$ cat config.mk
export PLATFORM = sky130hd
export DESIGN_NAME = clk_cfg_regs
export DESIGN_NICKNAME = d
export VERILOG_FILES = /design/src/rtl/clk_cfg_pkg.sv /design/src/rtl/clk_cfg_ctrl.sv /design/src/rtl/clk_cfg_dpath.sv /design/src/rtl/clk_cfg_regs.sv
export SDC_FILE = /design/constraint.sdc
export NUM_CORES = 1
export LEC_CHECK = 0
export ABC_AREA = 1
export ABC_CLOCK_PERIOD_IN_PS = 2200
export BUFFER_PORTS_ARGS = -buffer_cell sky130_fd_sc_hd__buf_2
export CAP_MARGIN = 20
export CORE_AREA = 10 10 130 132
export DETAILED_ROUTE_END_ITERATION = 12
export DIE_AREA = 0 0 140 142
export PLACE_DENSITY = 0.78
export SLEW_MARGIN = 10
export SYNTH_ARGS = -nofsm -noshare
export SYNTH_HDL_FRONTEND = slang
export SYNTH_SLANG_ARGS = --single-unit
$ cat constraint.sdc
create_clock -name clk -period 2.2 [get_ports clk]
set_clock_uncertainty 0.15 [all_clocks]
set_input_delay 0.22 -clock clk [delete_from_list [all_inputs] [get_ports clk]]
set_output_delay 0.22 -clock clk [all_outputs]
set_load 0.005 [all_outputs]
$ cat src/rtl/clk_cfg_pkg.sv
package clk_cfg_pkg;
  localparam int BYTE_W      = 8;
  localparam int FIELD_CNT   = 5;
  localparam int FAM_STRIDE  = 8;
  localparam int FIELD_SEL_W = $clog2(FAM_STRIDE);

  localparam int FLD_X  = 0;
  localparam int FLD_M  = 1;
  localparam int FLD_N  = 2;
  localparam int FLD_LO = 3;
  localparam int FLD_HI = 4;

  localparam logic [7:0] OFF_INDEX  = 8'h00;
  localparam logic [7:0] OFF_DATA   = 8'h01;
  localparam logic [7:0] OFF_CMD    = 8'h02;
  localparam logic [7:0] OFF_STATUS = 8'h03;
  localparam logic [7:0] OFF_CLKSRC = 8'h12;

  typedef enum logic [1:0] {
    CMD_IDLE  = 2'd0,
    CMD_STORE = 2'd1,
    CMD_FETCH = 2'd2,
    CMD_APPLY = 2'd3
  } cmd_e;

  typedef struct packed {
    logic stageWr;
    logic stageRd;
    logic commit;
  } strobe_t;
endpackage

$ cat src/rtl/clk_cfg_ctrl.sv
module clk_cfg_ctrl
  import clk_cfg_pkg::*;
#(
  parameter int NUM_FAM = 2
) (
  input  logic        clk,
  input  logic        rstN,
  input  logic        cmdWrEn,
  input  logic [1:0]  cmdWrVal,
  input  logic        statusWrEn,
  input  logic [2:0]  statusClr,
  input  logic        procStart,
  input  logic [7:0]  curIdx,
  output cmd_e        cmdReg,
  output logic        errFlag,
  output logic        rejFlag,
  output logic        lockFlag,
  output strobe_t     stb
);
  localparam int IDX_LIMIT = NUM_FAM * FAM_STRIDE;

  logic idxOk;
  logic lockedOp;
  logic badIdx;

  // decode the pending command against the lock and the index range
  always_comb begin
    idxOk    = (int'(curIdx) < IDX_LIMIT) &&
               (int'(curIdx[FIELD_SEL_W-1:0]) < FIELD_CNT);
    stb      = '0;
    lockedOp = 1'b0;
    badIdx   = 1'b0;
    case (cmdReg)
      CMD_STORE: begin
        if (lockFlag)      lockedOp    = 1'b1;
        else if (!idxOk)   badIdx      = 1'b1;
        else               stb.stageWr = 1'b1;
      end
      CMD_FETCH: begin
        if (!idxOk)        badIdx      = 1'b1;
        else               stb.stageRd = 1'b1;
      end
      CMD_APPLY: begin
        if (lockFlag)      lockedOp    = 1'b1;
        else               stb.commit  = 1'b1;
      end
      default: ;
    endcase
  end

  always_ff @(posedge clk or negedge rstN) begin
    if (!rstN) begin
      cmdReg   <= CMD_IDLE;
      errFlag  <= 1'b0;
      rejFlag  <= 1'b0;
      lockFlag <= 1'b0;
    end else begin
      cmdReg   <= cmdWrEn ? cmd_e'(cmdWrVal) : CMD_IDLE;
      errFlag  <= badIdx   | (errFlag & ~(statusWrEn & statusClr[0]));
      rejFlag  <= lockedOp | (rejFlag & ~(statusWrEn & statusClr[1]));
      lockFlag <= lockFlag | procStart;
    end
  end
endmodule

$ cat src/rtl/clk_cfg_dpath.sv
module clk_cfg_dpath
  import clk_cfg_pkg::*;
#(
  parameter int          NUM_FAM  = 2,
  parameter logic [7:0]  DEF_XDIV = 8'd1,
  parameter logic [7:0]  DEF_MDIV = 8'd3,
  parameter logic [7:0]  DEF_NDIV = 8'd24,
  parameter logic [15:0] DEF_FRAC = 16'h4000
) (
  input  logic                    clk,
  input  logic                    rstN,
  input  logic                    idxWrEn,
  input  logic [7:0]              idxWrVal,
  input  logic                    dataWrEn,
  input  logic [7:0]              dataWrVal,
  input  logic                    srcWrEn,
  input  logic [1:0]              srcWrVal,
  input  strobe_t                 stb,
  output logic [7:0]              idxReg,
  output logic [7:0]              dataReg,
  output logic [1:0]              srcReg,
  output logic [NUM_FAM*8-1:0]    xDivOut,
  output logic [NUM_FAM*8-1:0]    mDivOut,
  output logic [NUM_FAM*8-1:0]    nDivOut,
  output logic [NUM_FAM*16-1:0]   fracOut
);
  localparam int FAM_W    = (NUM_FAM > 1) ? $clog2(NUM_FAM) : 1;
  localparam int SLOT_CNT = NUM_FAM * FIELD_CNT;

  logic [FAM_W-1:0]          famSel;
  logic [FIELD_SEL_W-1:0]    fldSel;
  logic [SLOT_CNT*8-1:0]     stageFlat;
  logic [7:0]                fetchVal;

  assign famSel = idxReg[FIELD_SEL_W +: FAM_W];
  assign fldSel = idxReg[FIELD_SEL_W-1:0];

  function automatic logic [7:0] defByte(input int k);
    case (k)
      FLD_X:   return DEF_XDIV;
      FLD_M:   return DEF_MDIV;
      FLD_N:   return DEF_NDIV;
      FLD_LO:  return DEF_FRAC[7:0];
      default: return DEF_FRAC[15:8];
    endcase
  endfunction

  for (genvar f = 0; f < NUM_FAM; f++) begin : g_fam
    logic [7:0] actByte [FIELD_CNT];
    for (genvar k = 0; k < FIELD_CNT; k++) begin : g_fld
      logic       hit;
      logic [7:0] stageQ;
      logic [7:0] actQ;
      assign hit = (famSel == FAM_W'(f)) && (fldSel == FIELD_SEL_W'(k));
      always_ff @(posedge clk or negedge rstN) begin
        if (!rstN) begin
          stageQ <= defByte(k);
          actQ   <= defByte(k);
        end else begin
          if (stb.stageWr && hit) stageQ <= dataReg;
          if (stb.commit)         actQ   <= stageQ;
        end
      end
      assign stageFlat[(f*FIELD_CNT+k)*8 +: 8] = stageQ;
      assign actByte[k] = actQ;
    end
    assign xDivOut[f*8 +: 8]   = actByte[FLD_X];
    assign mDivOut[f*8 +: 8]   = actByte[FLD_M];
    assign nDivOut[f*8 +: 8]   = actByte[FLD_N];
    assign fracOut[f*16 +: 16] = {actByte[FLD_HI], actByte[FLD_LO]};
  end

  // staging byte picked by the current index
  always_comb begin
    fetchVal = '0;
    for (int f = 0; f < NUM_FAM; f++) begin
      for (int k = 0; k < FIELD_CNT; k++) begin
        if (famSel == FAM_W'(f) && fldSel == FIELD_SEL_W'(k))
          fetchVal = stageFlat[(f*FIELD_CNT+k)*8 +: 8];
      end
    end
  end

  always_ff @(posedge clk or negedge rstN) begin
    if (!rstN) begin
      idxReg  <= '0;
      dataReg <= '0;
      srcReg  <= '0;
    end else begin
      if (idxWrEn) idxReg <= idxWrVal;
      if (stb.stageRd)   dataReg <= fetchVal;
      else if (dataWrEn) dataReg <= dataWrVal;
      if (srcWrEn) srcReg <= srcWrVal;
    end
  end
endmodule

$ cat src/rtl/clk_cfg_regs.sv
module clk_cfg_regs
  import clk_cfg_pkg::*;
#(
  parameter int          NUM_FAM  = 2,
  parameter logic [7:0]  DEF_XDIV = 8'd1,
  parameter logic [7:0]  DEF_MDIV = 8'd3,
  parameter logic [7:0]  DEF_NDIV = 8'd24,
  parameter logic [15:0] DEF_FRAC = 16'h4000
) (
  input  logic                   clk,
  input  logic                   rstN,
  input  logic [7:0]             hostAddr,
  input  logic                   hostWrEn,
  input  logic [7:0]             hostWrData,
  output logic [7:0]             hostRdData,
  input  logic                   procStart,
  output logic [NUM_FAM*8-1:0]   xDivOut,
  output logic [NUM_FAM*8-1:0]   mDivOut,
  output logic [NUM_FAM*8-1:0]   nDivOut,
  output logic [NUM_FAM*16-1:0]  fracOut,
  output logic                   clkSrcExt,
  output logic                   clkPinOe
);
  logic       idxWrEn, dataWrEn, cmdWrEn, statusWrEn, srcWrEn;
  logic [7:0] idxReg, dataReg;
  logic [1:0] srcReg;
  cmd_e       cmdReg;
  logic       errFlag, rejFlag, lockFlag;
  strobe_t    stb;
  logic       unusedWrBits;

  assign idxWrEn      = hostWrEn && (hostAddr == OFF_INDEX);
  assign dataWrEn     = hostWrEn && (hostAddr == OFF_DATA);
  assign cmdWrEn      = hostWrEn && (hostAddr == OFF_CMD);
  assign statusWrEn   = hostWrEn && (hostAddr == OFF_STATUS);
  assign srcWrEn      = hostWrEn && (hostAddr == OFF_CLKSRC);
  assign unusedWrBits = ^hostWrData[7:3];

  clk_cfg_ctrl #(.NUM_FAM(NUM_FAM)) u_ctrl (
    .clk        (clk),
    .rstN       (rstN),
    .cmdWrEn    (cmdWrEn),
    .cmdWrVal   (hostWrData[1:0]),
    .statusWrEn (statusWrEn),
    .statusClr  (hostWrData[2:0]),
    .procStart  (procStart),
    .curIdx     (idxReg),
    .cmdReg     (cmdReg),
    .errFlag    (errFlag),
    .rejFlag    (rejFlag),
    .lockFlag   (lockFlag),
    .stb        (stb)
  );

  clk_cfg_dpath #(
    .NUM_FAM  (NUM_FAM),
    .DEF_XDIV (DEF_XDIV),
    .DEF_MDIV (DEF_MDIV),
    .DEF_NDIV (DEF_NDIV),
    .DEF_FRAC (DEF_FRAC)
  ) u_dpath (
    .clk       (clk),
    .rstN      (rstN),
    .idxWrEn   (idxWrEn),
    .idxWrVal  (hostWrData),
    .dataWrEn  (dataWrEn),
    .dataWrVal (hostWrData),
    .srcWrEn   (srcWrEn),
    .srcWrVal  (hostWrData[1:0]),
    .stb       (stb),
    .idxReg    (idxReg),
    .dataReg   (dataReg),
    .srcReg    (srcReg),
    .xDivOut   (xDivOut),
    .mDivOut   (mDivOut),
    .nDivOut   (nDivOut),
    .fracOut   (fracOut)
  );

  always_comb begin
    case (hostAddr)
      OFF_INDEX:  hostRdData = idxReg;
      OFF_DATA:   hostRdData = dataReg;
      OFF_CMD:    hostRdData = {6'b0, cmdReg};
      OFF_STATUS: hostRdData = {5'b0, lockFlag, rejFlag, errFlag};
      OFF_CLKSRC: hostRdData = {6'b0, srcReg};
      default:    hostRdData = 8'h00;
    endcase
  end

  assign clkSrcExt = srcReg[0];
  assign clkPinOe  = srcReg[1];
endmodule

# Word-level counts from Yosys, hierarchy flattened
# Index checks and enable logic that the tools add are counted.
dict set report word_totals {
  regBits 183
  latchBits 0
  mem_bits_rw 0
  mem_bits_ro 0
  input_bits 20
  word_cells 105
  mem_count 0
}
dict set report op_classes {
  addsub 0
  n_mul 0
  div 0
  magnitude_cmp 2
  n_eq_ne 11
  n_shift 0
  n_mux 25
  bitwise 10
  n_reduce_logical 30
}
# op n
set op_table {}
lappend op_table {{$mux 8} 12}
lappend op_table {{$pmux 8 s5} 1}
lappend op_table {{$logic_and 1x1->1} 26}
lappend op_table {{$eq 8x2->1 const B} 2}
lappend op_table {{$mux 1} 10}
lappend op_table {{$eq 8x1->1 const B} 1}
lappend op_table {{$eq 8x5->1 const B} 1}
lappend op_table {{$logic_not 8->1} 1}
lappend op_table {{$lt 8x5->1 const B} 1}
lappend op_table {{$eq 3x2->1 const B} 2}
lappend op_table {{$and 1x1->1} 4}
lappend op_table {{$eq 2x2->1 const B} 2}
lappend op_table {{$eq 3x1->1 const B} 1}
lappend op_table {{$eq 3x3->1 const B} 1}
lappend op_table {{$logic_not 3->1} 1}
lappend op_table {{$lt 3x3->1 const B} 1}
lappend op_table {{$not 1->1} 3}
lappend op_table {{$or 1x1->1} 3}
lappend op_table {{$eq 2x1->1 const B} 1}
lappend op_table {{$mux 2} 1}
lappend op_table {{$pmux 1 s2} 1}
lappend op_table {{$reduce_bool 2->1} 1}
lappend op_table {{$reduce_or 2->1} 1}

# Depth between registers and ports, before layout
# Gate-level depths: netlist (run 1).
dict set report depth {
  depth_word 13
  depth_mapped 11
}

# Hierarchy
# Synthesis (run 1) repeated with hierarchy kept, for this count alone.
dict set report unflattened {
  hier_cells 837
  area_unflattened_um2 8077.7
}
# mod n_inst cells_each area_per_inst_um2 seq_area_each_um2
set by_module_without_submodules {}
lappend by_module_without_submodules {clk_cfg_dpath 1 727 7439.6 4484.3}
lappend by_module_without_submodules {clk_cfg_regs 1 70 339.1 0.0}
lappend by_module_without_submodules {clk_cfg_ctrl 1 40 299.0 125.1}

# Least setup slack after synthesis (run 1)
# No wires, ideal clock.
dict set report synth_path {
  kind {register to register}
  startpoint {register u_dpath.idxReg[5]}
  endpoint {register u_dpath.g_fam[1].g_fld[0].stageQ[6]}
  setup_time_ns 0.129
  arrival_time_ns 1.530
  required_ns 1.921
  slack_ns 0.391
  stages_incl_launch_ff 8
  path_buffers 1
  synth_period_minus_slack_ns 1.809
  path_cell_list {dfrtp_1 > nor4_2 > o21ai_2 > nor2_8 > nand4_4 > buf_6 > nand2_1 > o21ai_2}
}
dict set report synth_between {
  elab_chain_cells 6
}
# element line_no
set synth_rtl {}
lappend synth_rtl {{start, declared} clk_cfg_dpath.sv:19} ;# output logic [7:0] idxReg,
lappend synth_rtl {{start signal, assigned} clk_cfg_dpath.sv:90} ;# if (idxWrEn) idxReg <= idxWrVal;
lappend synth_rtl {{$lt 8x5->1} clk_cfg_ctrl.sv:28} ;# idxOk = (int'(curIdx) < IDX_LIMIT) &&
lappend synth_rtl {{$logic_and 1x1->1} clk_cfg_ctrl.sv:28}
lappend synth_rtl {{$mux 1} clk_cfg_ctrl.sv:36} ;# else if (!idxOk) badIdx = 1'b1;
lappend synth_rtl {{$mux 1} clk_cfg_ctrl.sv:35} ;# if (lockFlag) lockedOp = 1'b1;
lappend synth_rtl {{$mux 1} clk_cfg_ctrl.sv:33} ;# case (cmdReg)
lappend synth_rtl {{$logic_and 1x1->1} clk_cfg_dpath.sv:60} ;# if (stb.stageWr && hit) stageQ <= dataReg;
lappend synth_rtl {{end signal, assigned} clk_cfg_dpath.sv:57} ;# stageQ <= defByte(k);
lappend synth_rtl {{end signal, assigned} clk_cfg_dpath.sv:60}
lappend synth_rtl {{end, declared} clk_cfg_dpath.sv:52} ;# logic [7:0] stageQ;
# No other way between the ends.
# A chain may end at the register's enable or synchronous reset.

# Worst setup path after layout (run 1)
dict set report layout_path {
  startpoint {input port hostAddr[5]}
  endpoint {output port hostRdData[1]}
}
dict set report layout_between {
  elab_chain_cells 2
  elab_cells_between_ends 6
  classes_between {4 x eq/ne; 1 x mux; 1 x reduce/logical}
}
# element line_no
set layout_rtl {}
lappend layout_rtl {{start, declared} clk_cfg_regs.sv:12} ;# input logic [7:0] hostAddr,
lappend layout_rtl {{$eq 8x5->1 (tied with other cells)} clk_cfg_regs.sv:81} ;# case (hostAddr)
lappend layout_rtl {{$pmux 8 s5 *} clk_cfg_regs.sv:81}
lappend layout_rtl {{end, declared} clk_cfg_regs.sv:15} ;# output logic [7:0] hostRdData,
# Every way passes the cells marked *; elsewhere a longest branch is shown, timed or not.

==> impl_metrics.yaml, run 1 <==
job:
  maxCapViolCount: 0
cells_and_area:
  finalNonFillerCells: 1117
  final_nets: 941
  syn_to_final_growth_pct: 19.86
  nFillCells: 1088
  drive_gt1_share_pct: 32.44
  design_area_sq_mm: 0.009658
sta:
  slew_viol_final: 0
  setup_tns_ps: 0
  fin_crit_sh_pct: 95.90
  rsz0062_at_grt: "yes"
  fmax_mhz: 474.0
  max_slew_margin_pct: 61.51
  timing.final.hold_violations: 0
  timing.final.ws_setup_ps: 90.29
  finalSetupViolations: 0
  fin_crit_ps: 2110
  worst_pin_slew_ps: 577.4
worst_setup_path:
  cp_max_fo: 8
  path_buf_inv: 3
  reg2reg_depth: 7
  slowest_delay_ps: 310
  r2r_setup_slack_ps: 150
  rr_endpoint: "u_dpath.g_fam[0].g_fld[3].stageQ[7]$_DFFE_PN0P_"
  r2r-start: "u_dpath.idxReg[5]$_DFFE_PN0P_"
  end_kind: "output pin"
  startpoint_type: "input pin"
  crit_path_frequent_cell: "buf_2"
  startpoint: "hostAddr[5]"
  criticalPathCategory: "input pin to output pin"
  cp_data_required_time_ps: 1830
  crit_slowest_cell: "nor4_1"
  cp_top_family: "simple AND/OR/NAND/NOR gates"
  arrival_ps: 1740
  crit_chain: "buf_2 -> nor3_1 -> nand2_1 -> nor4_1 -> inv_1 -> o21ai_1 -> buf_2"
min_path:
  hold_start: "hostAddr[4]"
  whs_endpoint: "u_dpath.srcReg[0]$_DFFE_PN0P_"
  worstHoldPathType: "input pin to register"
  min_delay_path_depth: 5
clocking:
  worstSkewPairLatency_ps: 440
  post_cts_buffers: 0
  cts_max_level: 4
  cts.sinks: 183
  cts_tree: "done"
  clkSlewWorstSetupHoldPaths_ps: 60
  clk_path_buf_depth: 2
  cts_root_buffer: "clkbuf_16"
  numCtsBuffers: 17
floorplanning:
  die-area_sq_mm: 0.01988
  io_pins: 110
  die_h_um: 142
  start_util_pct: 56.29
  floorplan.rows: 44
  core_sq_mm: 0.01431
  die_w_um: 140
placement:
  pre_cts_slack_ps: 0.5692
  placed_cell_area_sq_mm: 0.008925
  dp.cells: 1071
  finalWeightedCongestion: 1.003
  io_buffer_count: 109
  dp_hpwl_um: 15910
detailed_routing:
  wl_per_cell_um: 19.66
  viasPerCell: 5.772
  totalWireLength_um: 21970
  drt_iter0_markers: 647
  drc_errors: 0
  num_vias: 6447
  ant_nets: 0
  detail_route.first_pass.iterations: 6
global_route:
  overflow: 0
  grt.busiest_layer: "met2"
  grt_pass1_wl_um: 34640
  grt_pass1_vias: 6213
  use_met3_pct: 6.142
  met1_usage_pct: 29.46
  antenna_found_initial: 0
  grt_use_met2_pct: 33.04
  grt_max_degree: 64
  gr-usage-all-layers_pct: 21.94
power_and_ir_drop:
  p_int_mw: 5.300
  pwr-share-clk_pct: 45.4
  switchingPower_mw: 1.530
  p_leak_nw: 4.884
  peakVddDrop_mv: 0.5107
  power_frac_seq_pct: 49.8
  p_per_area_mw_per_mm2: 707.1
  p_total_mw: 6.829
  swShare_pct: 22.40
  power_frac_comb_pct: 4.8
yosys:
  netlist_instances: 787
  synth.avg_cell_area_sq_um: 10.24
  seq_area_frac_synth_pct: 57.20
  yosys-top-cells-area: "dfrtp_1 49%, mux2_2 8.1%, dfstp_2 7.8%"
  syn_nets: 810
  synth-async-reset-ratio_pct: 100.0
  yosys.area.top_type_share_pct: 49.38
  synth_warnings: 0
  netlist-cell-type-count: 40
  yosys.area.top_type: "dfrtp_1"
  syn_area_sq_mm: 0.008058
  synth_ff_type: "dfrtp_1"
  synth_edf_count: 0
  ys_seq_elements: 183
status:
  status: "completed"
-- state kept, by name, summed over array words and instances (netlist names) --
name                        cells
u_dpath.g_fam.g_fld.actQ       80
u_dpath.g_fam.g_fld.stageQ     80
u_dpath.dataReg                 8
u_dpath.idxReg                  8
u_ctrl.cmdReg                   2
u_dpath.srcReg                  2
u_ctrl.errFlag                  1
u_ctrl.lockFlag                 1
u_ctrl.rejFlag                  1
-- layout by cell type, fill, tap and decap left out, types with 21 or more instances in the layout --
cell type,netlist,routed
a21oi_1,27,27
o21ai_1,28,29
nor2_1,36,36
buf_4,1,29
nand2_1,164,163
buf_2,16,108
dfrtp_1,159,159
dfstp_2,24,24
o21ai_0,75,74
o21ai_2,21,21
inv_1,54,54
nand3_1,21,21
nand4_1,25,25
mux2_2,58,58
-- how the worst max path moves through the flow --
stage	to	depth (start not counted)
2_1_floorplan	u_dpath.g_fam[1].g_fld[0].stageQ[6]$_DFFE_PN0P_	7
3_5_place_dp	hostRdData[1]	7
5_1_grt	hostRdData[1]	10
6_report	hostRdData[1]	7
3_3_place_gp	hostRdData[1]	7
4_1_cts	hostRdData[1]	7
-- worst register-to-register path, stage by stage, from the launching register on --
cell and delay, ps:
dfrtp_1 410, nor4_4 370, o21ai_2 170, nor2_8 290, buf_4 210, nand3_4 160, nand2_1 130, o21ai_1 60
-- routing by layer --
layer,up-vias,share of wire (%)
li1,2927,-
met1,3154,43
met2,316,46
met3,50,8.7
met4,0,2.5
met5,-,0
-- through the flow --
stage	hold slack (ps)	utilization, %
after floorplan	-225.6	-
after global placement	98.22	62.35
after detailed placement	93.91	62.35
after CTS	96.78	67.38
after global routing	151.6	67.44
final	116.0	67.47
-- cell families (layout without fill, tap and decap cells) --
group / after synthesis / in the layout / synth area share, %
simple gates: 272 / 272 / 16.49
flops: 183 / 183 / 57.20
compound gates: 172 / 172 / 12.34
buf+inv: 99 / 243 / 5.388
mux: 58 / 58 / 8.106
fa+ha+maj: 3 / 3 / 0.4659
other cells: 0 / 2 / 0
-- cell usage after synthesis, types with 2 or more instances --
| cell | count |
|---|---|
| a21oi_1 | 27 |
| a21oi_2 | 4 |
| buf_1 | 2 |
| buf_2 | 16 |
| buf_6 | 5 |
| clkbuf_1 | 17 |
| clkinv_1 | 2 |
| dfrtp_1 | 159 |
| dfstp_2 | 24 |
| ha_1 | 3 |
| inv_1 | 54 |
| mux2_2 | 58 |
| nand2_1 | 164 |
| nand2_4 | 5 |
| nand3_1 | 21 |
| nand4_1 | 25 |
| nand4_4 | 4 |
| nor2_1 | 36 |
| nor2_2 | 2 |
| nor2_4 | 3 |
| nor3_1 | 2 |
| nor4_1 | 2 |
| o211ai_1 | 8 |
| o21ai_0 | 75 |
| o21ai_1 | 28 |
| o21ai_2 | 21 |
| o22ai_1 | 5 |
| o32ai_1 | 2 |
| or2_2 | 2 |
-- cell type report --
cell class                      instances  area, sq um  share of cell area, %
Clock buffer                           21        450.4                  4.664
Clock inverter                         11        148.9                  1.542
Timing Repair Buffer                  154        969.7                  10.04
Multi-Input combinational cell        505         3030                  31.38
Antenna cell                            2        5.005                0.05182
Inverter                               57        214.0                  2.215
Tap cell                              184        230.2                  2.384
Sequential cell                       183         4609                  47.73
-- power groups by stage --
stage	clock [mW]	sequential [mW]	combinational [mW]
3_5_place_dp	0	3.46	0.309
6_report	3.10	3.40	0.329
3_3_place_gp	0	3.46	0.311
5_1_grt	3.27	3.40	0.357
2_1_floorplan	0	3.46	0.137
4_1_cts	3.13	3.40	0.326
-- repair_timing --
| item | CTS | global route |
|---|---|---|
| resized for setup | 0 | 2 |
| hold buffers | 12 | 0 |
| setup endpoints to repair | 0 | 51 |
| hold endpoints to repair | 69 | 0 |
(Power assumes the default switching activity.)
==> run 2: changes to the inputs <==
--- a/config.mk
+++ b/config.mk
@@ -13,6 +13,7 @@
 export DETAILED_ROUTE_END_ITERATION = 12
 export DIE_AREA = 0 0 140 142
 export PLACE_DENSITY = 0.78
+export SETUP_SLACK_MARGIN = 0.5
 export SLEW_MARGIN = 10
 export SYNTH_ARGS = -nofsm -noshare
 export SYNTH_HDL_FRONTEND = slang
==> impl_metrics.yaml, run 2 (synthesis gave the netlist of run 1 again) <==
min_path:
  whs_endpoint: "u_ctrl.cmdReg[1]$_DFF_PN0_"
  worstHoldPathType: "input pin to register"
  hold_start: "hostAddr[5]"
  min_delay_path_depth: 6
cells_and_area:
  layout_commonest_cell: "dfrtp_1"
  reg_top3: "u_dpath.g_fam.g_fld.actQ (80), u_dpath.g_fam.g_fld.stageQ (80)"
  nFillCells: 822
  final_nets: 990
  drive_gt1_share_pct: 48.06
  syn_to_final_growth_pct: 37.27
  multi_input_area_sq_mm: 0.003811
  seqCellArea_sq_mm: 0.004613
  most-common-layout-cells: "156 x dfrtp_1, 109 x nand2_1, 106 x buf_2"
floorplanning:
  die_h_um: 142
  start_util_pct: 56.29
  core_sq_mm: 0.01431
  floorplan.rows: 44
  die_w_um: 140
  die-area_sq_mm: 0.01988
  io_pins: 110
detailed_routing:
  ant_nets: 0
  drt_iter0_markers: 955
  totalWireLength_um: 27840
  detail_route.first_pass.iterations: 5
  drc_errors: 0
  viasPerCell: 6.261
  num_vias: 7294
  wl_per_cell_um: 23.90
global_route:
  antenna_found_initial: 1
  gr-usage-all-layers_pct: 23.66
  overflow: 0
  grt_pass1_wl_um: 37080
  grt_max_degree: 65
  grt_pass1_vias: 6605
sta:
  fin_crit_ps: 2053
  fmax_mhz: 487.1
  rsz0062_at_grt: "yes"
  slew_viol_final: 0
  timing.final.ws_setup_ps: 147.2
  max_slew_margin_pct: 64.54
  worst_pin_slew_ps: 531.9
  setup_tns_ps: 0
  fin_crit_sh_pct: 93.31
  timing.final.hold_violations: 0
  finalSetupViolations: 0
worst_setup_path:
  cp_max_fo: 9
  r2r-start: "u_dpath.idxReg[0]$_DFFE_PN0P_"
  criticalPathCategory: "register to register"
  end_kind: "register"
  cp_data_required_time_ps: 2430
  rr_endpoint: "u_dpath.dataReg[2]$_DFFE_PN0P_"
  startpoint_type: "register"
  arrival_ps: 2280
  startpoint: "u_dpath.idxReg[0]$_DFFE_PN0P_"
  r2r_setup_slack_ps: 150
  reg2reg_depth: 10
clocking:
  numCtsBuffers: 17
  clkSlewWorstSetupHoldPaths_ps: 70
  clk_path_buf_depth: 2
  cts_max_level: 4
  worstSkewPairLatency_ps: 440
  cts_tree: "done"
  cts_root_buffer: "clkbuf_16"
  cts.sinks: 183
power_and_ir_drop:
  p_per_area_mw_per_mm2: 633.1
  p_leak_nw: 5.379
  peakVddDrop_mv: 0.6848
  p_total_mw: 7.003
placement:
  pre_cts_slack_ps: 225.3
  io_buffer_count: 109
  dp_hpwl_um: 15680
  finalWeightedCongestion: 1.020
job:
  maxCapViolCount: 0
status:
  status: "completed"
## run 2: cell count changes in the layout (fill, tap and decap cells not counted), sizes merged, moves of 3 or more
cell / before / now
inv: 56 / 60
nand2: 170 / 174
clkinvlp: 3 / 6
clkinv: 6 / 1
clkbuf: 21 / 26
buf: 142 / 177
## run 2: final cells by class
class | instances | area share (%)
well taps | 184 | 2.081
clock inverters | 11 | 1.210
flip-flops and latches | 183 | 41.71
inverters | 57 | 2.025
repair buffers | 193 | 14.17
repair inverters | 1 | 0.06787
diodes | 1 | 0.02262
clock buffers | 21 | 4.253
multi-input cells | 514 | 34.46
## run 2: where the power goes
| part | leakage (nW) | switching [mW] | internal [mW] |
|---|---|---|---|
| Clock | 0.284 | 1.35 | 1.78 |
| Sequential | 2.37 | 0.0211 | 3.38 |
| Combinational | 2.72 | 0.324 | 0.138 |
## run 2: worst max path at each step
stage,end,slack (ps),cells past startpoint
6_report,u_dpath.dataReg[2]$_DFFE_PN0P_,150,10
5_1_grt,u_dpath.dataReg[2]$_DFFE_PN0P_,60,10
4_1_cts,u_dpath.g_fam[0].g_fld[2].stageQ[1]$_DFFE_PN0P_,300,7
3_5_place_dp,hostRdData[1],230,8
3_3_place_gp,hostRdData[1],110,8
2_1_floorplan,u_dpath.g_fam[1].g_fld[0].stageQ[6]$_DFFE_PN0P_,390,7
## run 2: metrics by stage
stage	hold slack, ps	area [sq um]	cells	utilization [%]
2_1_floorplan	-225.6	8114	787	-
3_3_place_gp	62.42	8920	1068	62.32
3_5_place_dp	62.27	8920	1068	62.32
4_1_cts	67.23	10220	1139	71.40
5_1_grt	116.9	11060	1165	77.27
6_report	90.95	11060	1165	77.27
## run 2: worst max-delay path: stages (launching register included)
cell,delay [ps]
dfrtp_2,440
inv_2,80
buf_4,180
nor3_4,170
buf_6,150
nand3_1,100
nand4_1,270
nand2_1,110
nand3_1,120
nand2_1,80
a21oi_2,120
## run 2: per-layer routing
| layer | global-route usage (%) | part of all wire [%] | up-vias |
|---|---|---|---|
| li1 | - | - | 3058 |
| met4 | 11.25 | 6.3 | 0 |
| met1 | 30.58 | 37 | 3549 |
| met5 | 0 | 0 | - |
| met3 | 7.877 | 11 | 152 |
| met2 | 35.31 | 45 | 535 |
## run 2: what timing repair did
| item | in CTS | in global routing |
|---|---|---|
| hold endpoints to repair | 70 | 0 |
| resized for setup | 85 | 139 |
| endpoints found under the setup margin | 96 | 155 |
| pin swaps | 21 | 30 |
| hold buffers | 11 | 0 |
| gates cloned | 6 | 11 |
| setup buffers | 22 | 14 |
==> run 3: changes to the inputs <==
--- a/config.mk
+++ b/config.mk
@@ -12,8 +12,8 @@
 export CORE_AREA = 10 10 130 132
 export DETAILED_ROUTE_END_ITERATION = 12
 export DIE_AREA = 0 0 140 142
+export GPL_TIMING_DRIVEN = 0
 export PLACE_DENSITY = 0.78
-export SETUP_SLACK_MARGIN = 0.5
 export SLEW_MARGIN = 10
 export SYNTH_ARGS = -nofsm -noshare
 export SYNTH_HDL_FRONTEND = slang
==> impl_metrics.yaml, run 3 (synthesis gave the netlist of run 1 again) <==
cells_and_area:
  syn_to_final_growth_pct: 20.12
  design_area_sq_mm: 0.009679
  final_nets: 956
  layout_commonest_cell: "nand2_1"
  nFillCells: 1119
  final_core_util_pct: 67.62
  reg_top3: "u_dpath.g_fam.g_fld.actQ (80), u_dpath.g_fam.g_fld.stageQ (80)"
  finalNonFillerCells: 1130
  n_antenna_cell: 0
  most-common-layout-cells: "164 x nand2_1, 159 x dfrtp_1, 122 x buf_2"
  drive_gt1_share_pct: 32.66
power_and_ir_drop:
  p_int_mw: 5.393
  swShare_pct: 22.04
  pwr-share-clk_pct: 46.3
  p_per_area_mw_per_mm2: 714.6
  power_frac_comb_pct: 4.6
  switchingPower_mw: 1.524
  power_frac_seq_pct: 49.1
  p_leak_nw: 4.874
  p_total_mw: 6.917
  peakVddDrop_mv: 0.5254
clocking:
  numCtsBuffers: 17
  clkSlewWorstSetupHoldPaths_ps: 70
  cts.sinks: 183
  cts_max_level: 4
  worstSkewPairLatency_ps: 440
  clk_path_buf_depth: 2
  cts_tree: "done"
  cts_root_buffer: "clkbuf_16"
detailed_routing:
  drc_errors: 0
  drt_iter0_markers: 579
  detail_route.first_pass.iterations: 5
  ant_nets: 0
  viasPerCell: 5.688
  wl_per_cell_um: 19.34
  totalWireLength_um: 21850
  num_vias: 6427
sta:
  setup_tns_ps: 0
  slew_viol_final: 0
  timing.final.ws_setup_ps: 54.98
  max_slew_margin_pct: 43.60
  fmax_mhz: 466.2
  finalSetupViolations: 0
  holdWs_ps: 18.23
  fin_crit_ps: 2145
  rsz0062_at_grt: "no"
  timing.final.hold_violations: 0
  worst_pin_slew_ps: 846.0
  fin_crit_sh_pct: 97.50
floorplanning:
  die-area_sq_mm: 0.01988
  start_util_pct: 56.29
  io_pins: 110
  die_h_um: 142
  core_sq_mm: 0.01431
  die_w_um: 140
  floorplan.rows: 44
min_path:
  worstHoldPathType: "input pin to register"
  hold_start: "hostAddr[0]"
placement:
  pre_cts_slack_ps: -43.36
  finalWeightedCongestion: 0.9366
  dp.cells: 1081
  placed_cell_area_sq_mm: 0.008871
  dp_hpwl_um: 15490
  io_buffer_count: 109
global_route:
  grt_use_met2_pct: 33.06
  overflow: 0
  grt_pass1_wl_um: 34150
  gr-usage-all-layers_pct: 21.77
  met1_usage_pct: 29.65
  grt_max_degree: 93
  grt.busiest_layer: "met2"
  antenna_found_initial: 0
  use_met3_pct: 6.075
  grt_pass1_vias: 6204
status:
  status: "completed"
worst_setup_path:
  arrival_ps: 1780
  crit_slowest_cell: "dfrtp_1"
  startpoint: "u_dpath.idxReg[3]$_DFFE_PN0P_"
  cp_max_fo: 10
  slowest_delay_ps: 440
  r2r-start: "u_dpath.idxReg[5]$_DFFE_PN0P_"
  cp_data_required_time_ps: 1830
  criticalPathCategory: "register to output pin"
  end_kind: "output pin"
  crit_chain: "inv_4 -> buf_4 -> clkbuf_4 -> o22ai_1 -> buf_2"
  startpoint_type: "register"
job:
  maxCapViolCount: 0
[run 3: worst paths after layout]
kind                                                                   endpoint  slack, ps  cells after the start
worst max-delay path                                              hostRdData[3]         50                      5
min in group asynchronous         u_dpath.g_fam[0].g_fld[0].actQ[1]$_DFFE_PN0P_        220                      2
max in group asynchronous         u_dpath.g_fam[1].g_fld[4].actQ[6]$_DFFE_PN1P_        790                      3
worst min register to register    u_dpath.g_fam[1].g_fld[4].actQ[1]$_DFFE_PN0P_        330                      2
worst min-delay path                                 u_ctrl.cmdReg[1]$_DFF_PN0_         20                      4
worst max register to register  u_dpath.g_fam[0].g_fld[3].stageQ[6]$_DFFE_PN0P_         80                      8
[run 3: power groups by stage]
stage	Sequential (mW)	Combinational, mW	Clock [mW]
2_1_floorplan	3.46	0.137	0
3_3_place_gp	3.46	0.288	0
3_5_place_dp	3.46	0.296	0
4_1_cts	3.40	0.314	3.23
5_1_grt	3.40	0.347	3.37
6_report	3.40	0.317	3.20
[run 3: critical path: cells and delay by family (launching register included)]
kind	cells	cell delay (ps)
buffers and inverters	4	770
flip-flops	1	440
AO/OA/AOI/OAI	1	110
[run 3: area by class of cell]
class / count / area, sq um / area share (%)
buffer: 42 / 234.0 / 2.417
clock buffer: 19 / 442.9 / 4.576
clock inverter: 13 / 178.9 / 1.849
inverter: 57 / 216.5 / 2.236
multi-input combinational: 505 / 3029 / 31.30
sequential: 183 / 4609 / 47.62
tap: 184 / 230.2 / 2.378
timing repair buffer: 127 / 738.2 / 7.627
[run 3: repair_timing]
action,4_1_cts,5_1_grt
resized for setup,9,5
pin swaps,0,1
endpoints found under the setup margin,36,30
setup buffers,0,6
endpoints found under the hold margin,99,0
hold buffers,11,0
[run 3: routing by layer]
metal / vias to the layer above / routed length [um] / share of wire, %
met5: - / 0 / 0
met4: 0 / 331 / 1.5
met3: 28 / 1705 / 7.8
met2: 248 / 10170 / 47
met1: 3193 / 9638 / 44
li1: 2958 / - / -
